==> src/rtl/brst_out_pkg.sv <==
package brst_out_pkg;

  // Cycle classes seen by the output stage at each edge
  typedef enum logic [1:0] {
    CYC_KEEP  = 2'd0,  // no effective address strobe: access continues or waits
    CYC_START = 2'd1,  // strobe with chip fully selected
    CYC_DESEL = 2'd2   // strobe with chip not selected
  } cyc_kind_e;

  typedef struct packed {
    cyc_kind_e kind;
    logic      wr;     // access of this cycle is a write
  } cyc_dec_t;

endpackage

==> src/rtl/brst_out_decode.sv <==
module brst_out_decode
  import brst_out_pkg::*;
#(
  parameter int NLANES = 4
) (
  input  logic              ce_n,
  input  logic              cs_hi,
  input  logic              cs_lo_n,
  input  logic              ads_proc_n,
  input  logic              ads_ctrl_n,
  input  logic              gw_n,
  input  logic              bwe_n,
  input  logic [NLANES-1:0] bw_n,
  output cyc_dec_t          dec
);

  logic chip_ok;
  logic proc_hit;
  logic ctrl_hit;
  logic lane_wr;
  logic wr_req;

  always_comb begin
    chip_ok  = !ce_n && cs_hi && !cs_lo_n;
    // processor strobe only counts while chip enable is low
    proc_hit = !ce_n && !ads_proc_n;
    // controller strobe is not gated by chip enable
    ctrl_hit = !ads_ctrl_n;
    lane_wr  = !bwe_n && !(&bw_n);
    wr_req   = !gw_n || lane_wr;

    if (!(proc_hit || ctrl_hit)) begin
      dec.kind = CYC_KEEP;
    end else if (chip_ok) begin
      dec.kind = CYC_START;
    end else begin
      dec.kind = CYC_DESEL;
    end

    // a processor-strobe start is always a read
    dec.wr = (dec.kind != CYC_DESEL) && wr_req && !proc_hit;
  end

endmodule

==> src/rtl/brst_out_track.sv <==
module brst_out_track
  import brst_out_pkg::*;
(
  input  logic     clk,
  input  logic     rst,
  input  logic     zz,
  input  cyc_dec_t dec,
  output logic     selected_q,
  output logic     write_q,
  output logic     rd_pend_q,
  output logic     out_sel_q
);

  logic active;

  always_comb begin
    active = (dec.kind == CYC_START) ||
             ((dec.kind == CYC_KEEP) && selected_q);
  end

  always_ff @(posedge clk) begin
    if (rst) begin
      selected_q <= 1'b0;
      write_q    <= 1'b0;
      rd_pend_q  <= 1'b0;
      out_sel_q  <= 1'b0;
    end else if (zz) begin
      // sleep: hold write flag, abandon access, wake deselected
      selected_q <= 1'b0;
      rd_pend_q  <= 1'b0;
      out_sel_q  <= 1'b0;
    end else begin
      case (dec.kind)
        CYC_START: selected_q <= 1'b1;
        CYC_DESEL: selected_q <= 1'b0;
        default:   selected_q <= selected_q;
      endcase
      write_q   <= active && dec.wr;
      rd_pend_q <= active && !dec.wr;
      out_sel_q <= selected_q;
    end
  end

  assert_desel_R2: assert property (@(posedge clk) disable iff (rst)
    (dec.kind == CYC_DESEL && !zz) |=> !selected_q);

  assert_keep_sel_R8: assert property (@(posedge clk) disable iff (rst)
    (dec.kind == CYC_KEEP && !zz) |=> $stable(selected_q));

  assert_wake_desel_R7: assert property (@(posedge clk) disable iff (rst)
    $fell(zz) |-> !selected_q);

  assert_sel_lag_R3: assert property (@(posedge clk) disable iff (rst)
    (!zz ##1 !zz) |-> (out_sel_q == $past(selected_q)));

endmodule

==> src/rtl/brst_out_reg.sv <==
module brst_out_reg #(
  parameter int DATA_W = 32,
  parameter int LANE_W = 8
) (
  input  logic              clk,
  input  logic              rst,
  input  logic              zz,
  input  logic              cap,
  input  logic [DATA_W-1:0] rd_data,
  output logic [DATA_W-1:0] dout_q,
  output logic              dout_valid
);

  localparam int NLANES = DATA_W / LANE_W;

  for (genvar g = 0; g < NLANES; g++) begin : g_lane
    always_ff @(posedge clk) begin
      if (rst) begin
        dout_q[g*LANE_W +: LANE_W] <= '0;
      end else if (!zz && cap) begin
        dout_q[g*LANE_W +: LANE_W] <= rd_data[g*LANE_W +: LANE_W];
      end
    end
  end

  always_ff @(posedge clk) begin
    if (rst) begin
      dout_valid <= 1'b0;
    end else if (!zz) begin
      dout_valid <= cap;
    end
  end

  assert_read_latency_R1: assert property (@(posedge clk) disable iff (rst)
    (cap && !zz) |=> (dout_valid && dout_q == $past(rd_data)));

  assert_sleep_hold_R6: assert property (@(posedge clk) disable iff (rst)
    zz |=> ($stable(dout_q) && $stable(dout_valid)));

endmodule

==> src/rtl/burst_rdout_stage.sv <==
module burst_rdout_stage
  import brst_out_pkg::*;
#(
  parameter int DATA_W = 32,
  parameter int LANE_W = 8,
  localparam int NLANES = DATA_W / LANE_W
) (
  input  logic              clk,
  input  logic              rst,
  input  logic              zz,
  input  logic              oe_n,
  input  logic              ce_n,
  input  logic              cs_hi,
  input  logic              cs_lo_n,
  input  logic              ads_proc_n,
  input  logic              ads_ctrl_n,
  input  logic              gw_n,
  input  logic              bwe_n,
  input  logic [NLANES-1:0] bw_n,
  input  logic [DATA_W-1:0] rd_data,
  output logic [DATA_W-1:0] dq_o,
  output logic              dq_oe,
  output logic              dout_valid
);

  cyc_dec_t dec;
  logic     selected_q;
  logic     write_q;
  logic     rd_pend_q;
  logic     out_sel_q;
  logic     will_write;

  brst_out_decode #(.NLANES(NLANES)) u_decode (
    .ce_n       (ce_n),
    .cs_hi      (cs_hi),
    .cs_lo_n    (cs_lo_n),
    .ads_proc_n (ads_proc_n),
    .ads_ctrl_n (ads_ctrl_n),
    .gw_n       (gw_n),
    .bwe_n      (bwe_n),
    .bw_n       (bw_n),
    .dec        (dec)
  );

  brst_out_track u_track (
    .clk        (clk),
    .rst        (rst),
    .zz         (zz),
    .dec        (dec),
    .selected_q (selected_q),
    .write_q    (write_q),
    .rd_pend_q  (rd_pend_q),
    .out_sel_q  (out_sel_q)
  );

  brst_out_reg #(.DATA_W(DATA_W), .LANE_W(LANE_W)) u_oreg (
    .clk        (clk),
    .rst        (rst),
    .zz         (zz),
    .cap        (rd_pend_q),
    .rd_data    (rd_data),
    .dout_q     (dq_o),
    .dout_valid (dout_valid)
  );

  // asynchronous output buffer gate
  assign dq_oe = out_sel_q && !write_q && !oe_n && !zz;

  always_comb begin
    will_write = !zz && dec.wr &&
                 ((dec.kind == CYC_START) ||
                  ((dec.kind == CYC_KEEP) && selected_q));
  end

  assert_write_off_R5: assert property (@(posedge clk) disable iff (rst)
    will_write |=> !dq_oe);

  assert_reset_clear_R7: assert property (@(posedge clk)
    rst |=> (!dq_oe && !dout_valid && dq_o == '0));

endmodule

==> config.mk <==
export PLATFORM = sky130hd
export DESIGN_NAME = burst_rdout_stage
export DESIGN_NICKNAME = d
export VERILOG_FILES = /design/src/rtl/brst_out_pkg.sv /design/src/rtl/brst_out_decode.sv /design/src/rtl/brst_out_track.sv /design/src/rtl/brst_out_reg.sv /design/src/rtl/burst_rdout_stage.sv
export SDC_FILE = /design/constraint.sdc
export NUM_CORES = 1
export LEC_CHECK = 0
export BUFFER_PORTS_ARGS = -buffer_cell sky130_fd_sc_hd__buf_4
export CAP_MARGIN = 5
export CELL_PAD_IN_SITES_DETAIL_PLACEMENT = 2
export CELL_PAD_IN_SITES_GLOBAL_PLACEMENT = 2
export CORE_MARGIN = 2
export CORE_UTILIZATION = 27
export CTS_CLUSTER_DIAMETER = 200
export CTS_CLUSTER_SIZE = 28
export DETAILED_ROUTE_END_ITERATION = 6
export GPL_TIMING_DRIVEN = 1
export PLACE_DENSITY = 0.93
export SLEW_MARGIN = 20
export SYNTH_ARGS = -nofsm -noshare
export SYNTH_HDL_FRONTEND = slang
export SYNTH_SLANG_ARGS = --single-unit
==> constraint.sdc <==
create_clock -name clk -period 2.6 [get_ports clk]
set_clock_uncertainty 0.15 [all_clocks]
set_input_delay 0.52 -clock clk [delete_from_list [all_inputs] [get_ports clk]]
set_output_delay 0.52 -clock clk [all_outputs]
set_load 0.005 [all_outputs]
# After elaboration in Yosys (flattened, before gate mapping)
# Index checks and enable logic that the tools add are counted.
# classes
n_mux,3
reduce_logical,32
eq_ne,3
# ops
operator,n
1-bit logical AND,13
1-bit zero test,12
2-bit two-way mux,2
4-bit AND reduction,1
1-bit logical OR,3
"2-bit by 1-bit == test with 1-bit output, second input constant",1
"2-bit == test, second input constant",1
2-bit zero test,1
"2-bit inequality test, second input constant",1
1-bit case mux with 2 select lines,1
2-bit nonzero test,1
2-bit OR reduction,1
# totals
elab_cells,47
reg_bits,37

# Logic depth before layout (Yosys ltp)
# Gate-level depths: netlist (run 1).
# depth
word_depth,10
ltp_mapped,6
mapped_depth_nobuf,3

# Hierarchy
# Synthesis (run 1) repeated with hierarchy kept, for this count alone.
# hier_totals
cells_unflattened,173
hier_area_um2,1815.5
# modules_own_cells
mod,seq_area_each_um2,cells_per_inst,instances,area_per_inst_um2
brst_out_reg,660.6,148,1,1567.8
brst_out_track,80.1,17,1,175.2
brst_out_decode,0.0,7,1,57.6
burst_rdout_stage,0.0,1,1,15.0

# Least setup slack after synthesis (run 1)
# No wires, ideal clock.
# synth_path
kind,input port to output port
start,input zz
end,output dq_oe
path_slack_ns,0.953
required_ns,1.930
arrival_ns,0.977
stages,2
path_cell_list,buf_6 nor4b_1
# synth_via
elab_chain_len,2
# synth_lines
item,line,rtl
start: declaration,burst_rdout_stage.sv:10,"input logic zz,"
1-bit zero test,burst_rdout_stage.sv:67,assign dq_oe = out_sel_q && !write_q && !oe_n && !zz;
1-bit logical AND,burst_rdout_stage.sv:67,
end: declaration,burst_rdout_stage.sv:22,"output logic dq_oe,"
# Every way passes these cells.

# Worst setup path after layout (run 1)
# Ends and elaborated chain as after synthesis.

==> qor.txt, run 1 <==
Status: finished, final reports clean
H-tree levels: 2
Routed wire length per instance: 14.0 um
Leading post-synthesis cells by instance count: nand2_1 (40), dfxtp_1 (37), a21oi_2 (30)
Highest attainable clock frequency: 556 MHz
YS warnings: 0
Number of core rows: 28
Input/output buffers: 80
Required @ worst endpoint: 1.93 ns
Async SR Flop Fraction: 0%
Average instance area after synthesis: 9.67 sq um
Final Cycle Share: 69.2%
Die span in y: 81.6 um
Mean number of vias per cell: 4.55
Sort of element at the end of the critical path: output port
Cell depth of the worst hold path: 2
Multiplexer area fraction after synthesis: 0%
Overall power: 1.03 mW
Final wirelength: 4470 um
Combinational family with the most area after synthesis: simple AND/OR/NAND/NOR gates
Post-synthesis instance area: 0.00163 sq mm
Diodes inserted: 0
Last weighted congestion value of the routability-driven placer: 0.671
Number of cells on the worst reg-to-reg path: 3
Remaining routing DRC violations: 0
Type of the worst min-delay path: flop to flop
Proportion of synthesized chip area in sequential cells: 45.6%
X dimension of the die: 81.6 um
Clock-pin slew reported for the worst setup and hold paths after clock tree synthesis: 0.07 ns
Biggest fanout along the worst timing path: 9
Post-layout nets: 291
Half-perimeter wire length of the detailed placement result: 3280 um
Root cell of the clock tree: clkbuf_8
GR Layer Usage met2: 26.2%
Post-synth top area cell: dfxtp_1
Number of max-slew violations in the final report: 0
Via count of the first global-routing pass: 1,548
Fraction of final layout cells with drive strength greater than 1: 62.6%
Maximum resistive drop on vdd: 202 uV
Total vias in the final route: 1,447
Setup repair after global routing missed its margin: false
Number of top-level pins: 81
Data arrival time of the worst path: 1.13 ns
Initial antenna violation count: 0
Area of the die: 0.00666 sq mm
Time the final worst path needs with I/O delays and setup: 1.80 ns
Maximum number of pins on one net before global-route repair: 39
TritonCTS clock tree: done
Area fraction in compound gates after synthesis: 20.8%
Initial Utilization: 27.6%
Total grt overflow: 0
Overall track demand over capacity in global routing: 14.3%
Buffer depth of the longest clock path: 2
Category of the worst setup path launch point: primary input
Post-synthesis simple-gate area fraction: 24.7%
Area growth from synthesis to final layout: 39.5%
Global Route met1 Usage: 15.8%
Hold Buf Count CTS: 0
Primary FF master, synth: dfxtp_1
Top cell type's share of synthesized area: 45.6%
Worst slack on hold paths: 0.316 ns
Number of routed nets with antenna violations: 0
Net count after synthesis: 215
Xor/xnor cell area share of the yosys netlist: 0%
Layer with the highest usage: met2
Relative max-transition margin: 60.9%
Slew at the pin closest to its max-slew limit: 0.587 ns
Top post-synthesis cells by area: dfxtp_1 (46%), a21oi_2 (16%), nand2_2 (11%), nand2_1 (9.2%), buf_12 (4.9%)
Cells after synthesis: 168
# resized after CTS: 0
Post-CTS setup repair buffer count: 0
Start-to-end type of the worst setup path: primary input to output port
Adder-cell share of the synthesized area: 0%
Final hold violation count: 0
Core Region: 0.00589 sq mm
Clock latency on the worst-skew pair: 0.28 ns
Cell with the most instances after synthesis: nand2_1
Number of synthesized flops with an enable pin: 0
Fin Setup TNS: 0 ns
Number of failing setup endpoints in the final timing report: 0
Core utilization of the finished layout: 38.5%
MaxCap Viol Count: 0
Global-route wire length before repair: 7220 um
Number of DRC markers after the initial detailed-route iteration: 42
Power per cell area: 454 mW/mm^2
Static leakage power: 0.879 nW
Grt met3 use: 3.63%
Pre-antenna DRT Iters: 4
Number of clock sinks: 37
Number of synthesized register bits: 37
Clock buffers created by TritonCTS: 5
Number of distinct standard cells referenced by the synthesized netlist: 25
## area by class of cell
cell class | count | area (sq um)
fill | 689 | 3620
sequential | 37 | 741
multi-input combinational | 117 | 739
timing repair buffer | 82 | 616
tap | 75 | 93.8
clock buffer | 5 | 68.8
clock inverter | 1 | 5.00
inverter | 1 | 3.75
## per-stage QoR
stage / area [sq um] / worst slack, ns / instances
after floorplan: 1630 / 0.953 / 168
after global placement: 2190 / 0.801 / 312
after detailed placement: 2190 / 0.796 / 312
after CTS: 2270 / 0.782 / 318
after global routing: 2270 / 0.759 / 318
final: 2270 / 0.801 / 318
## metal layers
metal	share of wire [%]	vias up	wire length, um
li1	-	697	-
met1	41	695	1840
met2	52	50	2310
met3	6.0	5	268
met4	1.2	0	52
met5	0	-	0
## final timing paths
path         slack [ns]         startpoint                end
max                0.80                 zz              dq_oe
min                0.32  u_oreg.dout_q[19]  u_oreg.dout_q[19]
max reg2reg        1.31  u_track.rd_pend_q  u_oreg.dout_q[15]
min reg2reg        0.32  u_oreg.dout_q[19]  u_oreg.dout_q[19]
## cell families (layout without fill, tap and decap cells)
kind of cell / after synthesis / count (layout)
compound gates: 39 / 39
simple gates: 78 / 78
buf+inv: 14 / 89
flops: 37 / 37
## cells in the final DEF (no fill, tap or decap)
master     count
clkinv_2       1
a31o_1         1
or2_2          1
nor2_1         2
a2111oi_2      1
nor4b_1        1
a21oi_1        3
nor3b_1        1
nor3_1         1
inv_1          1
nand2b_4       1
nand2_1       40
a21oi_2       30
clkbuf_8       5
nand2_2       29
a41o_1         1
a2bb2oi_1      1
buf_4         82
dfxtp_1       37
nor2b_2        1
o22a_1         1
a2111oi_0      1
nor3b_2        1
## registers in the layout, indices dropped and copies added, names as in the netlist
register	flops
u_oreg.dout_q	32
u_track.rd_pend_q	1
u_track.selected_q	1
u_track.write_q	1
u_oreg.dout_valid	1
u_track.out_sel_q	1
## worst max-delay path, cell delays in order
cell	delay, ns
buf_4	0.15
nor4b_1	0.30
buf_4	0.16
## where the power goes
group | internal, mW | total (mW) | switching [mW] | leakage (nW)
Combinational | 0.0557 | 0.0934 | 0.0377 | 0.541
Sequential | 0.570 | 0.573 | 0.00256 | 0.298
Clock | 0.176 | 0.363 | 0.187 | 0.0399
Note: power is estimated with default switching activity, not from simulation.
==> run 2: changes to the inputs <==
- CORE_UTILIZATION: 27 -> 23
- PLACE_DENSITY: 0.93 -> 0.85
- clock period: 2.6 -> 1.6 ns (I/O delays scaled with it)
==> run 2 against run 1 <==
Worst hold slack lost 0.18 ns. Routed wire length increased by 2.3%. Cell count rose by 8.5%. Power is 99% higher. Utilization decreased by 3.1 points. First-iteration DRC count fell by 21%. Setup slack lost 0.76 ns. Sequential share of layout area shrank 2.1 points. Clock-buffer cell count did not move. Global-route usage is 1.9 points lower. Clock power rose to 2.6 times the previous value.
==> qor.txt, run 2 (synthesis results as in run 1) <==
Number of routed nets with antenna violations: 0 (unchanged)
Root cell of the clock tree: clkbuf_8 (unchanged)
Fill cell total of the finished layout: 792 (was 689)
Last weighted congestion value of the routability-driven placer: 0.742 (was 0.671)
Net switching power: 0.408 mW (was 0.227 mW)
Die span in y: 88.1 um (was 81.6 um)
Slew at the pin closest to its max-slew limit: 0.414 ns (was 0.587 ns)
Clock latency on the worst-skew pair: 0.27 ns (was 0.28 ns)
TritonCTS clock tree: done (unchanged)
Global-route wire length before repair: 7440 um (was 7220 um)
Overall track demand over capacity in global routing: 12.4% (was 14.3%)
Post-route standard cell area excluding fillers: 0.00242 sq mm (was 0.00227 sq mm)
Mean number of vias per cell: 4.15 (was 4.55)
Relative max-transition margin: 71.7% (was 60.9%)
Clock-pin slew reported for the worst setup and hold paths after clock tree synthesis: 0.08 ns (was 0.07 ns)
Clock buffers created by TritonCTS: 5 (unchanged)
Total placed instance area: 0.00229 sq mm (was 0.00219 sq mm)
Register with the most flip-flops: u_oreg.dout_q (unchanged)
Setup repair after global routing missed its margin: false (unchanged)
Post-layout nets: 295 (was 291)
Highest metal layer with signal wires: met4 (unchanged)
Power per cell area: 848 mW/mm^2 (was 454 mW/mm^2)
Sort of element at the end of the critical path: output port (unchanged)
Remaining routing DRC violations: 0 (unchanged)
Biggest fanout along the worst timing path: 2 (was 9)
Number of clock sinks: 37 (unchanged)
Fraction of final layout cells with drive strength greater than 1: 63.5% (was 62.6%)
Number of standard cells in the final layout excluding fillers: 345 (was 318)
Area growth from synthesis to final layout: 49.0% (was 39.5%)
Core utilization of the finished layout: 35.4% (was 38.5%)
Routed length on met1: 1870 um (was 1840 um)
Static leakage power: 0.942 nW (was 0.879 nW)
Category of the worst setup path launch point: flop (was primary input)
Diodes inserted: 0 (unchanged)
Setup slack of the worst register-to-register path: 0.38 ns (was 1.31 ns)
Initial antenna violation count: 0 (unchanged)
Number of core rows: 30 (was 28)
MaxCap Viol Count: 0 (unchanged)
Core Region: 0.00683 sq mm (was 0.00589 sq mm)
Portion of total power attributed to combinational logic: 7.9% (was 9.1%)
Post-CTS setup repair buffer count: 0 (unchanged)
Area of the multi-input gates: 739 sq um (unchanged)
Number of max-slew violations in the final report: 0 (unchanged)
Internal power: 1.64 mW (was 0.802 mW)
Worst slack on hold paths: 0.137 ns (was 0.316 ns)
Start-to-end type of the worst setup path: flop to output port (was primary input to output port)
Data arrival time of the worst path: 1.09 ns (was 1.13 ns)
Via count of the first global-routing pass: 1,540 (was 1,548)
Required @ worst endpoint: 1.13 ns (was 1.93 ns)
Pre-antenna DRT Iters: 2 (was 4)
Leading cell type in the layout, fill and taps excluded: buf_4 (unchanged)
Number of failing setup endpoints in the final timing report: 0 (unchanged)
Type of the worst min-delay path: primary input to flop (was flop to flop)
Time the final worst path needs with I/O delays and setup: 1.56 ns
Routed met2 length: 2440 um (was 2310 um)
Maximum number of pins on one net before global-route repair: 38 (was 39)
Dpl cells: 337 (was 312)
Worst setup slack after layout: 0.0437 ns (was 0.801 ns)
Total vias in the final route: 1,433 (was 1,447)
# resized after CTS: 0 (unchanged)
X dimension of the die: 88.1 um (was 81.6 um)
Input/output buffers: 80 (unchanged)
Buffer depth of the longest clock path: 2 (unchanged)
Max FFs per register: 32 (unchanged)
Top library cells by usage in the layout, fill and taps aside: buf_4 (83), nand2_1 (40), dfxtp_1 (37), a21oi_2 (30), nand2_2 (29) (was buf_4 (82), nand2_1 (40), dfxtp_1 (37), a21oi_2 (30), nand2_2 (29))
Clock power share: 46.7% (was 35.3%)
Hold Buf Count CTS: 0 (unchanged)
Highest attainable clock frequency: 643 MHz
Register area: 741 sq um (unchanged)
Number of top-level pins: 81 (unchanged)
Final hold violation count: 0 (unchanged)
Switching Fraction: 19.9% (was 22.1%)
Maximum resistive drop on vdd: 439 uV (was 202 uV)
H-tree levels: 2 (unchanged)
Final wirelength: 4570 um (was 4470 um)
Overall power: 2.05 mW (was 1.03 mW)
Number of DRC markers after the initial detailed-route iteration: 33 (was 42)
Initial Utilization: 23.8% (was 27.6%)
Half-perimeter wire length of the detailed placement result: 3450 um (was 3280 um)
Total grt overflow: 0 (unchanged)
Area of the die: 0.00775 sq mm (was 0.00666 sq mm)
WL met3: 223 um (was 268 um)
Status: finished, final reports clean (unchanged)
Final Cycle Share: 97.3%
Fin Setup TNS: 0 ns (unchanged)
Routed wire length per instance: 13.2 um (was 14.0 um)
Sequential cell fraction of total power: 45.3% (was 55.7%)
Worst setup slack after placement: 0.153 ns (was 0.796 ns)
[run 2: cell types whose count changed in the layout (fill, tap and decap cells not counted), sizes merged]
cell and delta:
buf +4, bufinv +2
[run 2: metal layers]
| metal | global-route usage [%] | vias up |
|---|---|---|
| met5 | 0 | - |
| met4 | 2.48 | 0 |
| met3 | 3.20 | 4 |
| met2 | 23.1 | 41 |
| met1 | 14.3 | 684 |
| li1 | - | 704 |
[run 2: critical path: stages, from the launching register on]
cell and delay [ns]:
dfxtp_1 0.32, nor4b_1 0.31, buf_4 0.18
[run 2: cell type report]
cell class                 count  area share [%]
clock buffer                   5            2.84
timing repair buffer          86            28.2
multi-input combinational    117            30.5
tap                           96            4.96
clock inverter                 3            2.69
sequential                    37            30.6
inverter                       1           0.155
[run 2: final timing paths]
| path | to | from | cells after the start |
|---|---|---|---|
| hold / removal | u_oreg.dout_q[2] | rd_data[2] | 3 |
| hold reg to reg | u_oreg.dout_q[22] | u_oreg.dout_q[22] | 2 |
| setup / recovery | dq_oe | u_track.write_q | 2 |
| setup reg to reg | u_oreg.dout_q[3] | u_track.rd_pend_q | 4 |
[run 2: power by group through the flow]
stage	clock network (mW)	logic, mW	registers, mW
4_1_cts	0.997	0.167	0.930
2_1_floorplan	0	0.0565	0.952
3_5_place_dp	0	0.166	0.952
6_report	0.959	0.163	0.930
3_3_place_gp	0	0.163	0.952
5_1_grt	1.03	0.178	0.931
==> run 3: changes to the inputs <==
- CORE_MARGIN: 2 -> 5
==> run 3 against run 2 <==
Clock power is 11% lower. Utilization shrank 0.18 points. Via count grew 0.49%. Sequential power is essentially flat. Sequential cell count unchanged. Global-route usage down 1.2 points. Critical path type unchanged. Largest cell class is now multi-input combinational cells.
==> qor.txt, run 3 (synthesis results as in run 1) <==
Status: finished, final reports clean (unchanged)
Biggest fanout along the worst timing path: 2 (unchanged)
Cell type of the slowest stage on the worst timing path: dfxtp_1 (unchanged)
Overall track demand over capacity in global routing: 11.2% (was 12.4%)
Delay of the slowest critical-path stage: 0.33 ns (was 0.32 ns)
Top library cells by usage in the layout, fill and taps aside: buf_4 (85), nand2_1 (40), dfxtp_1 (37), a21oi_2 (30), nand2_2 (29) (was buf_4 (83), nand2_1 (40), dfxtp_1 (37), a21oi_2 (30), nand2_2 (29))
Final wirelength: 4770 um (was 4570 um)
Leading cell type in the layout, fill and taps excluded: buf_4 (unchanged)
Relative max-transition margin: 72.9% (was 71.7%)
Global-route wire length before repair: 7780 um (was 7440 um)
Clock-pin slew reported for the worst setup and hold paths after clock tree synthesis: 0.08 ns (about the same)
Time the final worst path needs with I/O delays and setup: 1.48 ns (was 1.56 ns)
Total vias in the final route: 1,440 (was 1,433)
Area of the die: 0.00885 sq mm (was 0.00775 sq mm)
X dimension of the die: 94.1 um (was 88.1 um)
Root cell of the clock tree: clkbuf_8 (unchanged)
Worst slack on hold paths: 0.130 ns (was 0.137 ns)
Last weighted congestion value of the routability-driven placer: 0.676 (was 0.742)
Bufs and invs on worst path: 1 (unchanged)
Reg-to-Reg Start: u_track.rd_pend_q (unchanged)
Input/output buffers: 80 (unchanged)
Overall power: 1.94 mW (was 2.05 mW)
Worst Hold Launch: rd_data[15] (was rd_data[2])
TritonCTS clock tree: done (unchanged)
Initial antenna violation count: 0 (unchanged)
Setup repair after global routing missed its margin: false (unchanged)
Data arrival time of the worst path: 1.01 ns (was 1.09 ns)
Number of routed nets with antenna violations: 0 (unchanged)
Register with the most flip-flops: u_oreg.dout_q (unchanged)
Start-to-end type of the worst setup path: flop to output port (unchanged)
Clock buffers created by TritonCTS: 5 (unchanged)
Cell breakdown of the critical path: nor4b_2 > buf_4 (was nor4b_1 > buf_4)
Fill cell total of the finished layout: 789 (was 792)
Worst setup slack after layout: 0.121 ns (was 0.0437 ns)
Via count of the first global-routing pass: 1,616 (was 1,540)
Area growth from synthesis to final layout: 48.2% (was 49.0%)
Sort of element at the end of the critical path: output port (unchanged)
Die span in y: 94.1 um (was 88.1 um)
Cell depth of the worst hold path: 3 (unchanged)
Number of failing setup endpoints in the final timing report: 0 (unchanged)
Total grt overflow: 0 (unchanged)
Initial Utilization: 23.8% (unchanged)
Diodes inserted: 0 (unchanged)
MaxCap Viol Count: 0 (unchanged)
Final hold violation count: 0 (unchanged)
Number of top-level pins: 81 (unchanged)
Category of the worst setup path launch point: flop (unchanged)
Highest attainable clock frequency: 676 MHz (was 643 MHz)
Slew at the pin closest to its max-slew limit: 0.397 ns (was 0.414 ns)
Destination of the worst register-to-register timing path: u_oreg.dout_q[23] (was u_oreg.dout_q[3])
Worst setup slack after placement: 0.154 ns (was 0.153 ns)
Static leakage power: 0.933 nW (was 0.942 nW)
Maximum resistive drop on vdd: 301 uV (was 439 uV)
Core utilization of the finished layout: 35.3% (was 35.4%)
Hold Buf Count CTS: 0 (unchanged)
H-tree levels: 2 (unchanged)
Number of max-slew violations in the final report: 0 (unchanged)
Number of DRC markers after the initial detailed-route iteration: 28 (was 33)
Mean number of vias per cell: 4.16 (was 4.15)
Post-layout nets: 296 (was 295)
Pre-antenna DRT Iters: 2 (unchanged)
Cell family contributing the most delay on the critical path: flip-flops (unchanged)
Post-CTS setup repair buffer count: 0 (unchanged)
Required @ worst endpoint: 1.13 ns (about the same)
# resized after CTS: 0 (unchanged)
Number of core rows: 30 (unchanged)
Core Region: 0.00683 sq mm (unchanged)
Buffer depth of the longest clock path: 2 (unchanged)
Capture endpoint of the worst hold path: u_oreg.dout_q[15] (was u_oreg.dout_q[2])
Half-perimeter wire length of the detailed placement result: 3690 um (was 3450 um)
Number of clock sinks: 37 (unchanged)
Type of the worst min-delay path: primary input to flop (unchanged)
Power per cell area: 807 mW/mm^2 (was 848 mW/mm^2)
Clock latency on the worst-skew pair: 0.28 ns (was 0.27 ns)
Setup slack of the worst register-to-register path: 0.35 ns (was 0.38 ns)
Maximum number of pins on one net before global-route repair: 20 (was 38)
Final Cycle Share: 92.4% (was 97.3%)
Fin Setup TNS: 0 ns (unchanged)
Routed wire length per instance: 13.8 um (was 13.2 um)
Remaining routing DRC violations: 0 (unchanged)
Fraction of final layout cells with drive strength greater than 1: 64.0% (was 63.5%)
Number of cells on the worst reg-to-reg path: 4 (unchanged)
Max FFs per register: 32 (unchanged)
run 3: worst max path at each step:
stage	from	end	slack, ns	depth (start not counted)
6_report	u_track.write_q	dq_oe	0.12	2
4_1_cts	u_track.write_q	dq_oe	0.03	2
3_5_place_dp	zz	u_oreg.dout_q[23]	0.15	6
5_1_grt	u_track.write_q	dq_oe	0.04	2
3_3_place_gp	zz	u_oreg.dout_q[19]	0.21	6
2_1_floorplan	zz	dq_oe	0.35	2
run 3: power by group:
part           switching [mW]  internal [mW]  leakage [nW]
clock network           0.345          0.507        0.0574
logic                  0.0647         0.0970         0.577
registers             0.00430          0.926         0.298
total                   0.414           1.53         0.933
run 3: final cells by class:
| class | count | area (sq um) | share of cell area [%] |
|---|---|---|---|
| Inverter | 1 | 3.75 | 0.156 |
| Tap cell | 96 | 120 | 4.99 |
| Timing Repair Buffer | 87 | 678 | 28.2 |
| Clock inverter | 2 | 37.5 | 1.56 |
| Multi-Input combinational cell | 117 | 746 | 31.0 |
| Clock buffer | 6 | 82.6 | 3.43 |
| Sequential cell | 37 | 741 | 30.8 |
run 3: through the flow:
| stage | instances | instance area [sq um] |
|---|---|---|
| detailed placement | 338 | 2280 |
| floorplan | 168 | 1630 |
| finish | 346 | 2410 |
| global placement | 338 | 2280 |
| global route | 346 | 2410 |
| CTS | 346 | 2400 |
run 3: routing by layer:
metal	global-route usage, %	up-vias	wire [um]
met5	0	-	0
met1	12.9	690	1930
met3	4.09	2	300
met2	19.6	44	2510
met4	2.89	0	23
li1	-	704	-
run 3: worst register-to-register path, cell delays in order, from the launching register on:
cell     delay (ns)
dfxtp_1        0.39
nor2b_2        0.18
buf_4          0.23
nand2_1        0.09
a21oi_1        0.14
